--- config.mk ---
export PLATFORM = sky130hd
export DESIGN_NAME = tms_turn_store
export DESIGN_NICKNAME = d
export VERILOG_FILES = /design/src/rtl/tms_pkg.sv /design/src/rtl/tms_dpram.sv /design/src/rtl/tms_match.sv /design/src/rtl/tms_msg_seq.sv /design/src/rtl/tms_turn_store.sv
export SDC_FILE = /design/constraint.sdc
export NUM_CORES = 2
export LEC_CHECK = 0
export BUFFER_PORTS_ARGS = -buffer_cell sky130_fd_sc_hd__buf_2
export CAP_MARGIN = 40
export CORE_MARGIN = 2
export CORE_UTILIZATION = 50
export CTS_BUF_LIST = sky130_fd_sc_hd__clkbuf_8
export CTS_CLUSTER_DIAMETER = 50
export CTS_CLUSTER_SIZE = 12
export DETAILED_ROUTE_END_ITERATION = 10
export PLACE_DENSITY = 0.65
export REMOVE_ABC_BUFFERS = 1
export SETUP_SLACK_MARGIN = 0.1
export SYNTH_ARGS = -nofsm -noshare
export SYNTH_HDL_FRONTEND = slang
export SYNTH_SLANG_ARGS = --single-unit
--- constraint.sdc ---
create_clock -name clk -period 3.5 [get_ports clk]
set_input_delay 0 -clock clk [delete_from_list [all_inputs] [get_ports clk]]
set_output_delay 0 -clock clk [all_outputs]
set_load 0.05 [all_outputs]
--- src/rtl/tms_pkg.sv ---
package tms_pkg;
  localparam int SUB_W   = 8;
  localparam int DAT_W   = 8;
  localparam int HDATA_W = 32;
  localparam int HADDR_W = SUB_W + 2;

  localparam int REG_CTL  = 0;
  localparam int REG_STAT = 1;
  localparam int REG_TURN = 2;
  localparam int REG_SEL0 = 4;

  localparam int CTL_WREN  = 0;
  localparam int CTL_IRQEN = 1;
  localparam int CTL_DUMP  = 2;
  localparam int CTL_SHORT = 3;

  localparam int STAT_IRQ    = 0;
  localparam int STAT_DONE   = 1;
  localparam int STAT_FROZEN = 2;
  localparam int STAT_BUSY   = 3;

  typedef enum logic [1:0] {
    RGN_MAIN = 2'd0,
    RGN_SNAP = 2'd1,
    RGN_REGS = 2'd2,
    RGN_NONE = 2'd3
  } region_e;

  function automatic logic sel_hit(input logic [SUB_W-1:0] sub,
                                   input logic [SUB_W-1:0] sel,
                                   input logic [DAT_W-1:0] data,
                                   input logic [DAT_W-1:0] mask);
    return (sub == sel) && ((data & mask) != '0);
  endfunction
endpackage

--- src/rtl/tms_dpram.sv ---
module tms_dpram #(
  parameter int AW = 8,
  parameter int DW = 8
) (
  input  logic          clk,
  input  logic          we,
  input  logic [AW-1:0] waddr,
  input  logic [DW-1:0] wdata,
  input  logic [AW-1:0] raddr,
  output logic [DW-1:0] q
);
  localparam int DEPTH = 1 << AW;
  logic [DW-1:0] mem [DEPTH];

  // read-first: a same-cycle write is seen by the next read only
  always_ff @(posedge clk) begin
    q <= mem[raddr];
    if (we) mem[waddr] <= wdata;
  end
endmodule

--- src/rtl/tms_match.sv ---
module tms_match
  import tms_pkg::*;
#(
  parameter int NSEL = 2
) (
  input  logic [SUB_W-1:0]            cmd_sub,
  input  logic [DAT_W-1:0]            cmd_data,
  input  logic [NSEL-1:0][SUB_W-1:0]  sel_sub,
  input  logic [NSEL-1:0][DAT_W-1:0]  sel_mask,
  output logic [NSEL-1:0]             hit_vec,
  output logic                        hit
);
  for (genvar i = 0; i < NSEL; i++) begin : g_chan
    assign hit_vec[i] = sel_hit(cmd_sub, sel_sub[i], cmd_data, sel_mask[i]);
  end
  assign hit = |hit_vec;
endmodule

--- src/rtl/tms_msg_seq.sv ---
module tms_msg_seq #(
  parameter int LONG_MAX  = 32,
  parameter int SHORT_MAX = 8,
  parameter int CNT_W     = 6
) (
  input  logic             clk,
  input  logic             rst_n,
  input  logic             turn_tick,
  input  logic             cmd_valid,
  input  logic             short_mode,
  input  logic             match_hit,
  input  logic             irq_en,
  input  logic             irq_clr,
  input  logic             dump_req,
  output logic             accept,
  output logic             frozen_eff,
  output logic             snap_we,
  output logic             irq_pend,
  output logic             frozen,
  output logic             dump_busy,
  output logic             dump_done,
  output logic [CNT_W-1:0] msg_cnt
);
  localparam logic [CNT_W-1:0] LIM_L = CNT_W'(LONG_MAX);
  localparam logic [CNT_W-1:0] LIM_S = CNT_W'(SHORT_MAX);

  logic [CNT_W-1:0] limit, cnt_base;
  logic arm_q, dpend_q, dact_q, capture, new_hit;

  assign limit    = short_mode ? LIM_S : LIM_L;
  assign cnt_base = turn_tick ? '0 : msg_cnt;
  assign accept   = cmd_valid && (cnt_base < limit);

  always_ff @(posedge clk or negedge rst_n) begin
    if (!rst_n) msg_cnt <= '0;
    else        msg_cnt <= cnt_base + CNT_W'(accept);
  end

  // interrupt request, armed freeze and freeze
  assign new_hit    = accept && match_hit && irq_en && !irq_pend;
  assign frozen_eff = frozen || (turn_tick && arm_q);

  always_ff @(posedge clk or negedge rst_n) begin
    if (!rst_n) begin
      irq_pend <= 1'b0;
      arm_q    <= 1'b0;
      frozen   <= 1'b0;
    end else if (irq_clr) begin
      irq_pend <= 1'b0;
      arm_q    <= 1'b0;
      frozen   <= 1'b0;
    end else begin
      if (turn_tick && arm_q) begin
        frozen <= 1'b1;
        arm_q  <= 1'b0;
      end
      if (new_hit) begin
        irq_pend <= 1'b1;
        arm_q    <= 1'b1;
      end
    end
  end

  // snapshot dump: pending -> active for one whole turn -> done
  assign capture   = turn_tick ? dpend_q : dact_q;
  assign snap_we   = accept && capture;
  assign dump_busy = dpend_q || dact_q;

  always_ff @(posedge clk or negedge rst_n) begin
    if (!rst_n) begin
      dpend_q   <= 1'b0;
      dact_q    <= 1'b0;
      dump_done <= 1'b0;
    end else begin
      if (turn_tick) begin
        if (dact_q) dump_done <= 1'b1;
        dact_q  <= dpend_q;
        dpend_q <= 1'b0;
      end
      if (dump_req) begin
        dpend_q   <= 1'b1;
        dump_done <= 1'b0;
      end
    end
  end
endmodule

--- src/rtl/tms_turn_store.sv ---
module tms_turn_store
  import tms_pkg::*;
#(
  parameter int TURN_W    = 24,
  parameter int LONG_MAX  = 32,
  parameter int SHORT_MAX = 8,
  parameter int NSEL      = 2
) (
  input  logic               clk,
  input  logic               rst_n,
  input  logic [HADDR_W-1:0] host_addr,
  input  logic [HDATA_W-1:0] host_wdata,
  input  logic               host_we,
  input  logic               host_re,
  output logic [HDATA_W-1:0] host_rdata,
  input  logic               cmd_valid,
  input  logic [SUB_W-1:0]   cmd_sub,
  input  logic [DAT_W-1:0]   cmd_data,
  input  logic               turn_tick,
  output logic               irq
);
  localparam int CNT_W = $clog2(LONG_MAX + 1);

  function automatic logic [TURN_W-1:0] turn_next(input logic [TURN_W-1:0] v);
    return v + TURN_W'(1);
  endfunction

  region_e             host_rgn, rd_rgn_q;
  logic [SUB_W-1:0]    reg_idx;
  logic                reg_wr, ctl_wr, stat_wr, turn_clr, irq_clr, dump_req;
  logic                wr_en_q, irq_en_q, short_q;
  logic [NSEL-1:0][SUB_W-1:0] sel_sub;
  logic [NSEL-1:0][DAT_W-1:0] sel_mask;
  logic [NSEL-1:0]     hit_vec;
  logic                match_hit;
  logic [TURN_W-1:0]   turn_cnt, turn_snap;
  logic                accept, frozen_eff, snap_we, irq_pend, frozen;
  logic                dump_busy, dump_done, main_we;
  logic [CNT_W-1:0]    msg_cnt;
  logic [DAT_W-1:0]    main_q, snap_q;
  logic [HDATA_W-1:0]  reg_val, reg_q;
  logic                wdata_unused;

  assign host_rgn = region_e'(host_addr[HADDR_W-1 -: 2]);
  assign reg_idx  = host_addr[SUB_W-1:0];
  assign reg_wr   = host_we && (host_rgn == RGN_REGS);
  assign ctl_wr   = reg_wr && (reg_idx == SUB_W'(REG_CTL));
  assign stat_wr  = reg_wr && (reg_idx == SUB_W'(REG_STAT));
  assign turn_clr = reg_wr && (reg_idx == SUB_W'(REG_TURN));
  assign irq_clr  = stat_wr && host_wdata[STAT_IRQ];
  assign dump_req = ctl_wr && host_wdata[CTL_DUMP];
  assign wdata_unused = ^host_wdata[HDATA_W-1:SUB_W+DAT_W];

  // control and select registers
  always_ff @(posedge clk or negedge rst_n) begin
    if (!rst_n) begin
      wr_en_q  <= 1'b0;
      irq_en_q <= 1'b0;
      short_q  <= 1'b0;
      sel_sub  <= '0;
      sel_mask <= '0;
    end else begin
      if (ctl_wr) begin
        wr_en_q  <= host_wdata[CTL_WREN];
        irq_en_q <= host_wdata[CTL_IRQEN];
        short_q  <= host_wdata[CTL_SHORT];
      end
      for (int i = 0; i < NSEL; i++) begin
        if (reg_wr && (reg_idx == SUB_W'(REG_SEL0 + i))) begin
          sel_sub[i]  <= host_wdata[SUB_W-1:0];
          sel_mask[i] <= host_wdata[SUB_W +: DAT_W];
        end
      end
    end
  end

  // turn counter, latched at each boundary
  always_ff @(posedge clk or negedge rst_n) begin
    if (!rst_n) begin
      turn_cnt  <= '0;
      turn_snap <= '0;
    end else if (turn_clr) begin
      turn_cnt  <= '0;
      turn_snap <= '0;
    end else if (turn_tick) begin
      turn_cnt  <= turn_next(turn_cnt);
      turn_snap <= turn_next(turn_cnt);
    end
  end

  tms_match #(.NSEL(NSEL)) u_match (
    .cmd_sub  (cmd_sub),
    .cmd_data (cmd_data),
    .sel_sub  (sel_sub),
    .sel_mask (sel_mask),
    .hit_vec  (hit_vec),
    .hit      (match_hit)
  );

  tms_msg_seq #(
    .LONG_MAX (LONG_MAX),
    .SHORT_MAX(SHORT_MAX),
    .CNT_W    (CNT_W)
  ) u_seq (
    .clk       (clk),
    .rst_n     (rst_n),
    .turn_tick (turn_tick),
    .cmd_valid (cmd_valid),
    .short_mode(short_q),
    .match_hit (match_hit),
    .irq_en    (irq_en_q),
    .irq_clr   (irq_clr),
    .dump_req  (dump_req),
    .accept    (accept),
    .frozen_eff(frozen_eff),
    .snap_we   (snap_we),
    .irq_pend  (irq_pend),
    .frozen    (frozen),
    .dump_busy (dump_busy),
    .dump_done (dump_done),
    .msg_cnt   (msg_cnt)
  );

  assign main_we = accept && wr_en_q && !frozen_eff;
  assign irq     = irq_pend;

  tms_dpram #(.AW(SUB_W), .DW(DAT_W)) u_main (
    .clk  (clk),
    .we   (main_we),
    .waddr(cmd_sub),
    .wdata(cmd_data),
    .raddr(host_addr[SUB_W-1:0]),
    .q    (main_q)
  );

  tms_dpram #(.AW(SUB_W), .DW(DAT_W)) u_snap (
    .clk  (clk),
    .we   (snap_we),
    .waddr(cmd_sub),
    .wdata(cmd_data),
    .raddr(host_addr[SUB_W-1:0]),
    .q    (snap_q)
  );

  // host register read view
  always_comb begin
    reg_val = '0;
    if (reg_idx == SUB_W'(REG_CTL)) begin
      reg_val[CTL_WREN]  = wr_en_q;
      reg_val[CTL_IRQEN] = irq_en_q;
      reg_val[CTL_DUMP]  = dump_busy;
      reg_val[CTL_SHORT] = short_q;
    end else if (reg_idx == SUB_W'(REG_STAT)) begin
      reg_val[STAT_IRQ]    = irq_pend;
      reg_val[STAT_DONE]   = dump_done;
      reg_val[STAT_FROZEN] = frozen;
      reg_val[STAT_BUSY]   = dump_busy;
    end else if (reg_idx == SUB_W'(REG_TURN)) begin
      reg_val[TURN_W-1:0] = turn_snap;
    end
    for (int i = 0; i < NSEL; i++) begin
      if (reg_idx == SUB_W'(REG_SEL0 + i))
        reg_val[SUB_W+DAT_W-1:0] = {sel_mask[i], sel_sub[i]};
    end
  end

  always_ff @(posedge clk or negedge rst_n) begin
    if (!rst_n) begin
      rd_rgn_q <= RGN_NONE;
      reg_q    <= '0;
    end else if (host_re) begin
      rd_rgn_q <= host_rgn;
      reg_q    <= reg_val;
    end
  end

  always_comb begin
    unique case (rd_rgn_q)
      RGN_MAIN: host_rdata = HDATA_W'(main_q);
      RGN_SNAP: host_rdata = HDATA_W'(snap_q);
      RGN_REGS: host_rdata = reg_q;
      default:  host_rdata = '0;
    endcase
  end
endmodule

Yosys cells after proc, flatten, opt, wreduce, memory -nomap -nowiden:

Memories as Yosys holds them, arrays and structs flattened. A register that Yosys moved wholly into a read port is not among the register bits.
Cells that the tools add are included.

* register bits: 97
* RAM bits: 4096
* word-level logic and storage cells: 96
* memories: 2

Memory list
* u_main.mem: depth 256, width 8, read ports 1, clocked after Yosys merged registers in 1, wr ports 1, line tms_dpram.sv:13 `logic [DW-1:0] mem [DEPTH];`
* u_snap.mem: depth 256, width 8, read ports 1, clocked after Yosys merged registers in 1, wr ports 1, line tms_dpram.sv:13

* add/sub/neg operators: 2
* $lt $le $gt $ge: 1
* eq/ne operators: 9
* muxes and demuxes: 29
* bitwise logic cells: 2
* reduce and logical (&&, ||, !) cells: 34

Operators by type and width (number)
* 2-to-1 mux 24 bit: 3
* case mux 24 bit (3 select lines): 1
* 2-to-1 mux 20 bit: 2
* 2-to-1 mux 16 bit: 2
* adder 24 x 1 -> 24 bit (second input constant): 1
* logical AND 1 bit: 18
* 2-to-1 mux 1 bit: 17
* bitwise AND 8 bit: 2
* equality test 8 x 3 -> 1 bit (second input constant): 2
* equality test 8 bit: 2
* nonzero test 8 bit: 2
* 2-to-1 mux 6 bit: 2
* nonzero test 2 bit: 5
* equality test 8 x 1 -> 1 bit (second input constant): 1
* equality test 8 x 2 -> 1 bit (second input constant): 1
* zero test 8 bit: 1
* 2-to-1 mux 4 bit: 2
* adder 6 x 1 -> 6 bit: 1
* < comparator 6 bit: 1
* equality test 2 bit (second input constant): 2
* nonzero test 3 bit: 1
* equality test 2 x 1 -> 1 bit (second input constant): 1
* zero test 1 bit: 2
* zero test 2 bit: 1
* other kinds (3): 4

Longest topological paths before layout:

* depth in word-level cells: 9
* depth in mapped cells: 12
* depth with buffers taken out: 9

Modules after synthesis:

Synthesis repeated with hierarchy kept, for this count alone.

* cell total of the unflattened synthesis: 7970
* area total of the unflattened synthesis: 164292.6 um2

By module, submodules not included
* tms_dpram: instances 2, cells each 3733, area each 79556.3 um2, sequential area each 61659.1 um2
* tms_turn_store: instances 1, cells each 420, area each 4326.6 um2, sequential area each 2129.5 um2
* tms_msg_seq: instances 1, cells each 53, area each 571.8 um2, sequential area each 300.3 um2
* tms_match: instances 1, cells each 31, area each 281.5 um2, sequential area each 0.0 um2

Worst setup path after synthesis:

Ideal clock, no wire load.

* path type: in2reg
* start point: input turn_tick
* end point: memory u_main.mem[160][0] (enable)
* setup time: 0.370 ns
* arrival: 2.367 ns
* slack: 0.762 ns
* stages: 10
* buffers on the path: 3
* cell sequence: clkbuf_1 clkbuf_1 nor2b_1 ha_1 a21bo_2 nand4_1 nor3_1 nand2_1 clkbuf_1 nor2_1

* longest elaborated chain between the ends: 7
* elaborated cells between the ends (all ways): 10

Ends and longest elaborated chain
* from (decl): line tms_turn_store.sv:19 `input logic turn_tick,`
* 2-to-1 mux 6 bit: line tms_msg_seq.sv:31 `assign cnt_base = turn_tick ? '0 : msg_cnt;`
* < comparator 6 bit: line tms_msg_seq.sv:32 `assign accept = cmd_valid && (cnt_base < limit);`
* logical AND 1 bit: line tms_msg_seq.sv:32
* logical AND 1 bit: line tms_turn_store.sv:124 `assign main_we = accept && wr_en_q && !frozen_eff;`
* logical AND 1 bit *: line tms_turn_store.sv:124
* 2-to-1 mux 1 bit *: line tms_dpram.sv:18 `if (we) mem[waddr] <= wdata;`
* 2-to-1 mux 1 bit (not written as such) *: line tms_dpram.sv:18
* to (decl): line tms_dpram.sv:13

Every way passes the cells marked *; elsewhere a longest branch is shown, timed or not.

Worst setup path after layout:

* start point: register u_seq.msg_cnt[5]
* end point: memory u_main.mem[125][2] (enable)

* longest elaborated chain between the ends: 7

Ends and longest elaborated chain
* from (decl): line tms_msg_seq.sv:22 `output logic [CNT_W-1:0] msg_cnt`
* from (signal assigned): line tms_msg_seq.sv:36 `else msg_cnt <= cnt_base + CNT_W'(accept);`
* 2-to-1 mux 6 bit: line tms_msg_seq.sv:31
* < comparator 6 bit: line tms_msg_seq.sv:32
* logical AND 1 bit: line tms_msg_seq.sv:32
* logical AND 1 bit (2 in series): line tms_turn_store.sv:124
* 2-to-1 mux 1 bit: line tms_dpram.sv:18
* 2-to-1 mux 1 bit (not written as such): line tms_dpram.sv:18

Every way passes these cells.

==> run_results.csv <==
group,metric,value,unit
die,fp-row-count,210,
sta,period_needed,3.48,ns
finish,fin_cells,13734,
cts,cts_made_buffers,427,
logic_synthesis,synthDistinctLibCells,88,
pwr,totalPowerFinal,92.0,mW
finish,final_nets,9219,
sta,skew,0.102,ns
logic_synthesis,yosysTopAreaCellShare,0.748,
logic_synthesis,ys_ff_latch,4209,
placed_design,gp_congestion,0.901,
drt,drc,0,
global_routing,overflow,0,
logic_synthesis,synth-async-reset-ratio,0.0230,
pwr,combPwrFrac,0.067,
die,dieArea,333000,um2
cts,clk_pin_slew,0.08,ns
logic_synthesis,synthTopCellsByCount,"edfxtp_1 (4096), mux4_2 (880), nor2_1 (623)",
logic_synthesis,yosys.area_share.xor_xnor,0.00208,
logic_synthesis,syn_area_per_cell,20.4,um2
status,status,"finished, final reports clean",
finish,fillers,24233,
drt,vias,88774,
logic_synthesis,synth_area,164000,um2
global_routing,grt_max_degree,185,
drt,drt-initial-drc-count,13703,
drt,ant_nets,0,
sta,setup_viol,0,
die,core,327000,um2
logic_synthesis,synth_area_leader_cell,"edfxtp_1",
cts,cts_tree,"built",
sta,drv_slew,0,
logic_synthesis,synth-simple-area-share,0.0290,
job,drv_cap,0,
sta,hold_viol_final,0,
die,fp.dieH,577,um
cts,cts_buffer_depth,4,
min_path,hold_class,"input pin to flop",
worst_setup_path,critPathRequiredTime,4.31,ns
logic_synthesis,synth_mux_area_frac,0.148,
pwr,internal_power,70.9,mW
pwr,netSwitchingPower,21.1,mW
finish,drive_gt1_frac,0.286,
sta,max_clock_freq,0.287,GHz
pwr,p_per_area,497,nW/um2
placed_design,placed_cells,12969,
die,start_util,0.503,
logic_synthesis,synthCells,8062,
die,die_w,577,um
cts,postCtsSetupRepairBufs,0,
pwr,p_clk_frac,0.331,
worst_setup_path,arrival,4.29,ns
cts,htreeDepth,5,
cts,clock_sinks,4209,
placed_design,io_buffers,72,
drt,viasPerCell,6.46,
die,io_pins,97,
global_routing,grt_pass1_wl,672000,um
pwr,pwr-share-seq,0.602,
worst_setup_path,cp_max_fo,8,
sta,period_share,0.994,
global_routing,grt_usage,0.287,
drt,routed_wl,482000,um
pwr,p_sw_frac,0.229,
worst_setup_path,critPathKind,"flop to flop",
logic_synthesis,yosysMostFrequentCell,"edfxtp_1",
global_routing,first_global_vias,87739,
sta,relSlewSlack,0.217,
pwr,vdd_drop_max,340,uV
worst_setup_path,cp-start-kind,"flop",
sta,rsz0062_at_grt,"true",
logic_synthesis,synth_compound_area_frac,0.0362,
logic_synthesis,ys.warnings.count,0,
worst_setup_path,cp-end-kind,"flop",
pwr,p_leak,60.0,nW
logic_synthesis,synth-main-ff-cell,"edfxtp_1",
global_routing,antenna_found_initial,32,
drt,dr.pass1.iters,8,
logic_synthesis,synth.area.top_cells,"edfxtp_1 (75%), mux4_2 (12%), mux2i_1 (2.2%)",
cts,cts.root.buffer_cell,"clkbuf_8",
drt,wl_per_cell,35.1,um
logic_synthesis,yosysSeqAreaShare,0.765,
logic_synthesis,synth_top_family_by_area,"multiplexers",
logic_synthesis,synth_edf_count,4096,
sta,worstMarginPinSlew,1.17,ns
cts,clk_latency,1.18,ns
logic_synthesis,synth-adder-area-share,0.000304,
placed_design,dp_hpwl,307000,um
finish,areaGrowthSynthToFinish,12.6,%
[final timing paths]
kind | start | endpoint | slack [ns] | depth (start not counted)
min in group asynchronous | rst_n | reg_q[5]$_DFFE_PN0P_ | 0.44 | 4
max in group asynchronous | rst_n | rd_rgn_q[0]$_DFFE_PN1P_ | 2.32 | 5
hold / removal | cmd_data[2] | u_snap.mem[198][2]$_DFFE_PP_ | 0.06 | 3
hold reg to reg | sel_mask[9]$_DFFE_PN0P_ | sel_mask[9]$_DFFE_PN0P_ | 0.54 | 1
setup reg to reg | u_seq.msg_cnt[5]$_DFF_PN0_ | u_main.mem[125][2]$_DFFE_PP_ | 0.02 | 9
setup / recovery | u_seq.msg_cnt[5]$_DFF_PN0_ | u_main.mem[125][2]$_DFFE_PP_ | 0.02 | 9
[sequential cells by signal (all words and copies together) (netlist names), 2 cells and up]
name,cells
rd_rgn_q,2
reg_q,24
sel_mask,16
sel_sub,16
turn_snap,24
u_main.mem,2048
u_main.q,8
u_seq.msg_cnt,6
u_snap.mem,2048
u_snap.q,8
[final cells by class]
| cell class | instances | area, um2 | area share |
|---|---|---|---|
| diodes | 11 | 27.5 | 0.000149 |
| clock buffers | 436 | 6000 | 0.0324 |
| clock inverters | 219 | 1840 | 0.00991 |
| inverters | 20 | 86.3 | 0.000466 |
| multi-input cells | 3323 | 35600 | 0.193 |
| flip-flops and latches | 4209 | 126000 | 0.679 |
| well taps | 4346 | 5440 | 0.0294 |
| repair buffers | 1170 | 10400 | 0.0560 |
[cells by family after synthesis]
| family | count (synthesis) |
|---|---|
| DFF | 4209 |
| xor gates and xnor gates | 39 |
| other | 1 |
| adders and majority gates | 4 |
| AOI/OAI and AO/OA | 839 |
| muxes | 1319 |
| buffers and inverters | 537 |
| and+or+nand+nor | 1114 |
[cells in the final DEF, fill, tap and decap left out, types with 14 or more instances in the layout]
| master | n |
|---|---|
| a211oi_1 | 27 |
| a21oi_1 | 141 |
| a221o_1 | 17 |
| a221oi_1 | 55 |
| a22oi_1 | 191 |
| a31oi_1 | 40 |
| and2_1 | 26 |
| buf_12 | 104 |
| buf_2 | 63 |
| buf_4 | 894 |
| bufinv_16 | 27 |
| clkbuf_8 | 436 |
| clkinv_1 | 28 |
| clkinv_2 | 30 |
| clkinvlp_4 | 18 |
| dfrtp_1 | 95 |
| dfxtp_1 | 16 |
| dlygate4sd3_1 | 91 |
| edfxtp_1 | 4096 |
| inv_1 | 99 |
| inv_6 | 20 |
| mux2_2 | 82 |
| mux2i_1 | 357 |
| mux4_2 | 880 |
| nand2_1 | 207 |
| nand2_2 | 34 |
| nand2b_1 | 14 |
| nand3_1 | 67 |
| nand4_1 | 19 |
| nor2_1 | 614 |
| nor2b_1 | 27 |
| nor3_1 | 25 |
| o211ai_1 | 14 |
| o21ai_0 | 99 |
| o21ai_1 | 16 |
| o221ai_1 | 44 |
| o22ai_1 | 52 |
| xor2_1 | 31 |
[worst max-delay path, cell delays in order, from the launching register on]
cell,delay [ns]
dfrtp_1,0.39
nor2b_1,0.15
ha_1,0.26
a21bo_2,0.21
nand4_1,0.28
nor2_1,0.51
nand2_2,0.43
buf_12,0.31
nor2_1,0.33
buf_4,0.25
[per-stage QoR]
stage | area [um2] | setup WS (ns) | hold slack (ns) | setup TNS (ns) | util
2_1_floorplan | 161000 | -0.733 | -0.296 | -8.14 | -
3_3_place_gp | 176000 | -0.618 | 0.167 | -0.618 | 0.538
3_5_place_dp | 176000 | -0.177 | -0.166 | -0.177 | 0.539
4_1_cts | 185000 | 0.139 | 0.00259 | 0 | 0.566
5_1_grt | 185000 | -0.0301 | 0.0449 | -0.168 | 0.566
6_report | 185000 | 0.0200 | 0.0627 | 0 | 0.566
[layer usage]
| metal | vias up | part of all wire | global-route usage |
|---|---|---|---|
| met4 | 12 | 0.039 | 0.0985 |
| met5 | - | 0.00014 | 0 |
| met2 | 5742 | 0.47 | 0.448 |
| li1 | 35267 | - | - |
| met3 | 855 | 0.12 | 0.0719 |
| met1 | 46898 | 0.37 | 0.399 |
[power by group through the flow]
stage | Combinational [mW] | Sequential (mW) | Clock [mW]
5_1_grt | 6.32 | 55.4 | 32.6
3_3_place_gp | 5.80 | 56.5 | 0
6_report | 6.14 | 55.4 | 30.5
4_1_cts | 6.06 | 55.4 | 30.9
3_5_place_dp | 5.92 | 56.5 | 0
2_1_floorplan | 2.15 | 56.5 | 0
[what timing repair did]
item | CTS | global route
gates resized for setup | 0 | 7
endpoints found under the hold margin | 5128 | 0
hold buffers | 97 | 0
endpoints found under the setup margin | 0 | 87
No activity file was read; power rests on OpenSTA's default activity.
